[src/rtl/mrc_pkg.sv]
package mrc_pkg;

  typedef enum logic [1:0] {
    ST_IDLE = 2'd0,
    ST_MEAS = 2'd1,
    ST_READ = 2'd2
  } mrc_state_e;

  // A measurement ends on the stub done or on the final timer count.
  function automatic logic meas_ends(input int unsigned cnt,
                                     input int unsigned limit,
                                     input logic done);
    return done || (cnt == limit - 1);
  endfunction

  // The readout ends with the strobe that carries the last result bit.
  function automatic logic read_ends(input int unsigned cnt,
                                     input int unsigned bits);
    return cnt == bits - 1;
  endfunction

endpackage

[src/rtl/mrc_clr_sync.sv]
module mrc_clr_sync (
  input  logic clk,
  input  logic rst_n,
  input  logic pin_async,
  output logic fall_evt
);
  logic s1, s2, s3;

  always_ff @(posedge clk) begin
    if (!rst_n) begin
      s1 <= 1'b0;
      s2 <= 1'b0;
      s3 <= 1'b0;
    end else begin
      s1 <= pin_async;
      s2 <= s1;
      s3 <= s2;
    end
  end

  // High followed by low completes the low-high-low toggle.
  assign fall_evt = s3 & ~s2;
endmodule

[src/rtl/mrc_meas_timer.sv]
module mrc_meas_timer #(
  parameter int unsigned MEAS_CYC = 20
) (
  input  logic clk,
  input  logic rst_n,
  input  logic restart,
  input  logic run,
  input  logic done_in,
  output logic fin
);
  localparam int unsigned CNT_W = (MEAS_CYC > 2) ? $clog2(MEAS_CYC) : 1;

  logic [CNT_W-1:0] cnt;

  assign fin = run && mrc_pkg::meas_ends(32'(cnt), MEAS_CYC, done_in);

  always_ff @(posedge clk) begin
    if (!rst_n || restart) begin
      cnt <= '0;
    end else if (fin) begin
      cnt <= '0;
    end else if (run) begin
      cnt <= cnt + 1'b1;
    end
  end
endmodule

[src/rtl/mrc_readout_ctr.sv]
module mrc_readout_ctr #(
  parameter int unsigned RESULT_BITS = 16
) (
  input  logic clk,
  input  logic rst_n,
  input  logic restart,
  input  logic active,
  input  logic strobe,
  output logic last
);
  localparam int unsigned BIT_W = (RESULT_BITS > 2) ? $clog2(RESULT_BITS) : 1;

  logic [BIT_W-1:0] cnt;

  assign last = active && strobe && mrc_pkg::read_ends(32'(cnt), RESULT_BITS);

  always_ff @(posedge clk) begin
    if (!rst_n || restart) begin
      cnt <= '0;
    end else if (last) begin
      cnt <= '0;
    end else if (active && strobe) begin
      cnt <= cnt + 1'b1;
    end
  end
endmodule

[src/rtl/meas_ready_ctrl.sv]
module meas_ready_ctrl #(
  parameter int unsigned CMD_W       = 4,
  parameter int unsigned MEAS_CYC    = 20,
  parameter int unsigned RESULT_BITS = 16
) (
  input  logic             clk,
  input  logic             rst_n,
  input  logic             cmd_start,
  input  logic [CMD_W-1:0] cmd_code,
  input  logic             legacy_mode,
  input  logic             clear_pin,
  input  logic             shift_strobe,
  input  logic             meas_done,
  output logic             drdy,
  output logic             busy,
  output logic [CMD_W-1:0] act_cmd
);
  import mrc_pkg::*;

  mrc_state_e state;

  // Named internal events, also used by the checker.
  logic clr_evt;
  logic in_meas;
  logic in_readout;
  logic start_acc;
  logic meas_fin;
  logic read_last;

  assign in_meas    = (state == ST_MEAS);
  assign in_readout = (state == ST_READ);
  assign start_acc  = cmd_start && !clr_evt && !in_readout;

  mrc_clr_sync u_clr (
    .clk       (clk),
    .rst_n     (rst_n),
    .pin_async (clear_pin),
    .fall_evt  (clr_evt)
  );

  mrc_meas_timer #(.MEAS_CYC(MEAS_CYC)) u_timer (
    .clk     (clk),
    .rst_n   (rst_n),
    .restart (start_acc || clr_evt),
    .run     (in_meas),
    .done_in (meas_done),
    .fin     (meas_fin)
  );

  mrc_readout_ctr #(.RESULT_BITS(RESULT_BITS)) u_rd (
    .clk     (clk),
    .rst_n   (rst_n),
    .restart (clr_evt || meas_fin),
    .active  (in_readout),
    .strobe  (shift_strobe),
    .last    (read_last)
  );

  always_ff @(posedge clk) begin
    if (!rst_n) begin
      state   <= ST_IDLE;
      drdy    <= 1'b0;
      act_cmd <= '0;
    end else if (clr_evt) begin
      state <= ST_IDLE;
      drdy  <= 1'b0;
    end else if (start_acc) begin
      state   <= ST_MEAS;
      act_cmd <= cmd_code;
      if (!legacy_mode) drdy <= 1'b0;
    end else if (meas_fin) begin
      state <= ST_READ;
      drdy  <= 1'b1;
    end else if (read_last) begin
      state <= ST_IDLE;
    end
  end

  assign busy = in_meas;
endmodule

[config.mk]
export PLATFORM = sky130hd
export DESIGN_NAME = meas_ready_ctrl
export DESIGN_NICKNAME = d
export VERILOG_FILES = /design/src/rtl/mrc_pkg.sv /design/src/rtl/mrc_clr_sync.sv /design/src/rtl/mrc_meas_timer.sv /design/src/rtl/mrc_readout_ctr.sv /design/src/rtl/meas_ready_ctrl.sv
export SDC_FILE = /design/constraint.sdc
export NUM_CORES = 1
export LEC_CHECK = 0
export BUFFER_PORTS_ARGS = -buffer_cell sky130_fd_sc_hd__buf_2
export CAP_MARGIN = 10
export CORE_UTILIZATION = 40
export DETAILED_ROUTE_END_ITERATION = 16
export PLACE_DENSITY = 0.67
export SLEW_MARGIN = 10
export SYNTH_ARGS = -nofsm -noshare
export SYNTH_HDL_FRONTEND = slang
export SYNTH_SLANG_ARGS = --single-unit
[constraint.sdc]
create_clock -name clk -period 3.2 [get_ports clk]
set_input_delay 0.16 -clock clk [delete_from_list [all_inputs] [get_ports clk]]
set_output_delay 0.16 -clock clk [all_outputs]
set_load 0.01 [all_outputs]
; Word level (Yosys, flattened, before mapping)
; Cells that the tools add are included.
[op_classes]
n_addsub = 2
n_eq_ne = 5
muxes = 6
bitwise = 4
n_reduce_logical = 22
[ops]
columns = cell, count
row1 = $reduce_or A2 Y1, 3
row2 = $add A5 B1 Y5 const B, 1
row3 = $eq A5 B5 Y1 const B, 1
row4 = $logic_and A1 B1 Y1, 5
row5 = $logic_or A1 B1 Y1, 5
row6 = $add A4 B1 Y4 const B, 1
row7 = $eq A4 B4 Y1 const B, 1
row8 = $mux W1, 4
row9 = $mux W2, 2
row10 = $reduce_and A2 Y1, 2
row11 = $reduce_bool A2 Y1, 2
row12 = $logic_not A1 Y1, 3
row13 = $not A1 Y1, 3
row14 = $reduce_bool A3 Y1, 1
row15 = $reduce_or A3 Y1, 1
row16 = $eq A2 B1 Y1 const B, 1
row17 = $eq A2 B2 Y1 const B, 1
row18 = $ne A2 B2 Y1 const B, 1
row19 = $and A1 B1 Y1, 1
[word_totals]
register_bits = 19
in_bits = 11
out_inout_bits = 6

; Logic depth before layout (Yosys ltp)
[logic_depth]
word_depth = 8
ltp_mapped = 5

; By module
; Synthesis repeated with hierarchy kept, for this count alone.
[unflattened]
hier_cells = 103
area_unflattened_um2 = 934.6
[modules_own_cells]
columns = module, instances, cells_per_inst, area_per_inst_um2
row1 = meas_ready_ctrl, 1, 38, 357.8
row2 = mrc_meas_timer, 1, 34, 296.5
row3 = mrc_readout_ctr, 1, 24, 191.4
row4 = mrc_clr_sync, 1, 7, 88.8

; Worst setup path before layout
; OpenSTA, ideal clock, no wires.
[synth_path]
path_type = register to register
startpoint = register u_timer.cnt[0]
endpoint = register drdy
setup_ns = 0.070
arrival_time_ns = 1.285
required_ns = 3.130
slack_ns = 1.845
path_stages_with_launch = 6
path_buffers = 0
period_less_slack_ns = 1.355
cell_sequence = dfxtp_1 -> ha_1 -> and4bb_1 -> nor2_4 -> or3_1 -> a21boi_1
[synth_between]
elab_chain_len = 5
[synth_rtl]
columns = item, line_no
row1 = "start, declared", mrc_meas_timer.sv:13  ; logic [CNT_W-1:0] cnt;
row2 = "start signal, assigned", mrc_meas_timer.sv:23  ; cnt <= cnt + 1'b1;
row3 = $eq A5 B5 Y1, mrc_pkg.sv:13  ; return done || (cnt == limit - 1);
row4 = $logic_or A1 B1 Y1, mrc_pkg.sv:13
row5 = $logic_and A1 B1 Y1, mrc_meas_timer.sv:15  ; assign fin = run && mrc_pkg::meas_ends(32'(cnt), MEAS_CYC, done_in);
row6 = $reduce_bool A2 Y1 (no line), -
row7 = $reduce_and A2 Y1 (no line), -
row8 = "end signal, assigned", meas_ready_ctrl.sv:62  ; drdy <= 1'b0;
row9 = "end signal, assigned", meas_ready_ctrl.sv:66  ; drdy <= 1'b0;
row10 = "end signal, assigned", meas_ready_ctrl.sv:70  ; if (!legacy_mode) drdy <= 1'b0;
row11 = "end, declared", meas_ready_ctrl.sv:14  ; output logic drdy,
; No other way between the ends.
; A chain may end at the register's enable or synchronous reset.

; Final worst setup path
[layout_path]
startpoint = register state[1]
endpoint = output busy
[layout_between]
elab_chain_len = 1
[layout_rtl]
columns = item, line_no
row1 = "start, declared", meas_ready_ctrl.sv:20  ; mrc_state_e state;
row2 = "start signal, assigned", meas_ready_ctrl.sv:61  ; state <= ST_IDLE;
row3 = "start signal, assigned", meas_ready_ctrl.sv:65  ; state <= ST_IDLE;
row4 = "start signal, assigned", meas_ready_ctrl.sv:68  ; state <= ST_MEAS;
row5 = $eq A2 B1 Y1, meas_ready_ctrl.sv:30  ; assign in_meas = (state == ST_MEAS);
row6 = "end, declared", meas_ready_ctrl.sv:15  ; output logic busy,
; No other way between the ends.

==> metrics.yaml <==
status: "completed"
cts-buffers-inserted: 3
die_h_um: 46.9
cp_max_fo: 11
antenna_found_initial: 0
synth_cell_types: 27
synth-edff-count: 0
layout.nets: 124
critPathCaptureType: "output pin"
path_clk_slew_ps: 110
maxSlewViolCount: 0
setup_tns_ps: 0
routed_via_density: 5.06
ys_seq_area_share_pct: 47.2
p_leak_nw: 0.399
synthCells: 91
hold_slack_ps: 70.1
initial_core_util_pct: 44.7
track_usage_pct: 15.8
critPathKind: "reg -> out"
cts_htree_levels: 1
syn_to_final_growth_pct: 16.6
ant_nets: 0
fin_crit_sh_pct: 46.4
power_density_nw_per_um2: 438
ff2ff_path_depth: 5
grt_max_degree: 12
tightest_slew_ps: 481
slew_headroom_pct: 67.7
hold_viol_final: 0
peakVddDrop_v: 0.000228
cts-hold-fix-buffers: 0
setup_viol: 0
syn_avg_cell_area_sq_um: 8.85
diodes: 0
overflow: 0
drc: 0
synthArstFlopShare_pct: 0
firstDrtPassIters: 4
ys_warn_count: 0
cts_tree: "done"
synth-seq-cells: 19
regToRegSetupSlack_ps: 1720
row_count: 15
holdPathStages: 2
synth_area_sq_um: 806
worst_ep_required_time_ps: 3040
cts_sinks: 19
final_util_pct: 52.2
dieArea_sq_um: 2200
min_period_ps: 1480
grt_pass1_vias: 609
min_to: "u_clr.s1"
cts_root_buffer: "clkbuf_4"
clk_latency_ps: 300
place_hpwl_um: 1080
boundaryPins: 17
postCtsSetupBuffers: 0
min_from: "clear_pin"
drt_iter0_markers: 13
synthFlopType: "dfxtp_1"
vias: 683
reg2reg_from: "u_timer.cnt[0]"
gp_congestion: 0.746
grt_pass1_wl_um: 2460
core_area_sq_um: 1800
drive_gt1_share_pct: 20.0
wire_per_inst_um: 10.5
rsz0062_at_grt: "no"
maxCapViolations: 0
critPathLaunchType: "flop"
io_buffer_count: 16
hold_path_class: "in -> reg"
dieWidth_um: 46.9
routed_wl_um: 1420
fmax_ghz: 0.674
skew_ps: 12.1
postCtsResizedCells: 0
worst_ep_arrival_time_ps: 1320
reg2reg_to: "u_rd.cnt[0]"
synth_nets: 104
cts.path.max_buffers: 2
==> cell usage after synthesis, types with 2 or more instances <==
cell type  number  share of area (%)
nand2_1         9                4.2
nand2b_1        3                2.3
nand3_1         7                4.3
a21oi_1         6                3.7
nor3_1          5                3.1
o21ai_1         3                1.9
ha_1            2                3.1
xor2_1          2                2.2
dfxtp_1        19                 47
and2_1          4                3.1
inv_1           2               0.93
nor2_1          9                4.2
o21ai_0         2                1.2
mux2i_1         5                6.2
==> through the flow <==
step                      area (sq um)  setup slack [ps]  cells  total power [W]
after detailed placement           912              1750    131         0.000297
after CTS                          940              1710    135         0.000418
after floorplan                    806              1840     91         0.000280
after global placement             912              1800    131         0.000295
final                              940              1720    135         0.000411
after global routing               940              1590    135         0.000431
==> worst max-delay path by stage <==
stage	from	endpoint	slack, ps	cells after the start
finish	state[1]	busy	1720	3
global route	u_timer.cnt[0]	drdy	1590	5
CTS	state[1]	busy	1710	3
global placement	u_timer.cnt[0]	u_rd.cnt[1]	1800	5
floorplan	u_timer.cnt[0]	drdy	1840	5
detailed placement	u_timer.cnt[0]	u_rd.cnt[1]	1750	5
==> worst max-delay path, stage by stage (launching register included) <==
cell and delay [ps]:
dfxtp_1 400, nand2b_1 370, inv_2 100, buf_2 160
==> sequential cells by signal, summed over array words and instances (netlist names) <==
signal	cells
u_clr.s3	1
u_clr.s1	1
u_timer.cnt	5
act_cmd	4
u_rd.cnt	4
state	2
u_clr.s2	1
drdy	1
==> report_power, final <==
part / switching [W] / total, W / internal [W]
clock: 0.0000741 / 0.000121 / 0.0000465
sequential: 0.00000398 / 0.000248 / 0.000244
combinational: 0.0000248 / 0.0000431 / 0.0000183
==> area by class of cell <==
class | instances | area, sq um
multi-input combinational | 68 | 409
sequential | 19 | 380
inverter | 3 | 11.3
clock inverter | 1 | 5.00
timing repair buffer | 16 | 80.1
clock buffer | 3 | 22.5
fill | 197 | 862
tap | 25 | 31.3
==> metal layers <==
layer	track usage [%]	wire [um]	vias to the layer above
met3	2.31	70	2
li1	-	-	354
met5	0	0	-
met2	25.3	655	19
met1	19.9	685	308
met4	9.71	13	0
==> placed cells by master, fill, tap and decap left out, types with 2 or more instances in the layout <==
master / instances
a21oi_1: 6
nor3_1: 5
nand3_1: 7
mux2i_1: 5
nor2_1: 9
buf_2: 16
o21ai_1: 3
dfxtp_1: 19
and2_1: 4
nand2b_1: 3
o21ai_0: 2
inv_1: 2
nand2_1: 9
ha_1: 2
xor2_1: 2
clkbuf_4: 3
==> cell families after synthesis <==
logic type | synth area share [%]
fa+ha+maj | 3.11
mux | 6.21
buf+inv | 2.02
compound gates | 10.6
flops | 47.2
simple gates | 27.6
xor+xnor | 3.26
Power figures use the tool's default switching activity.
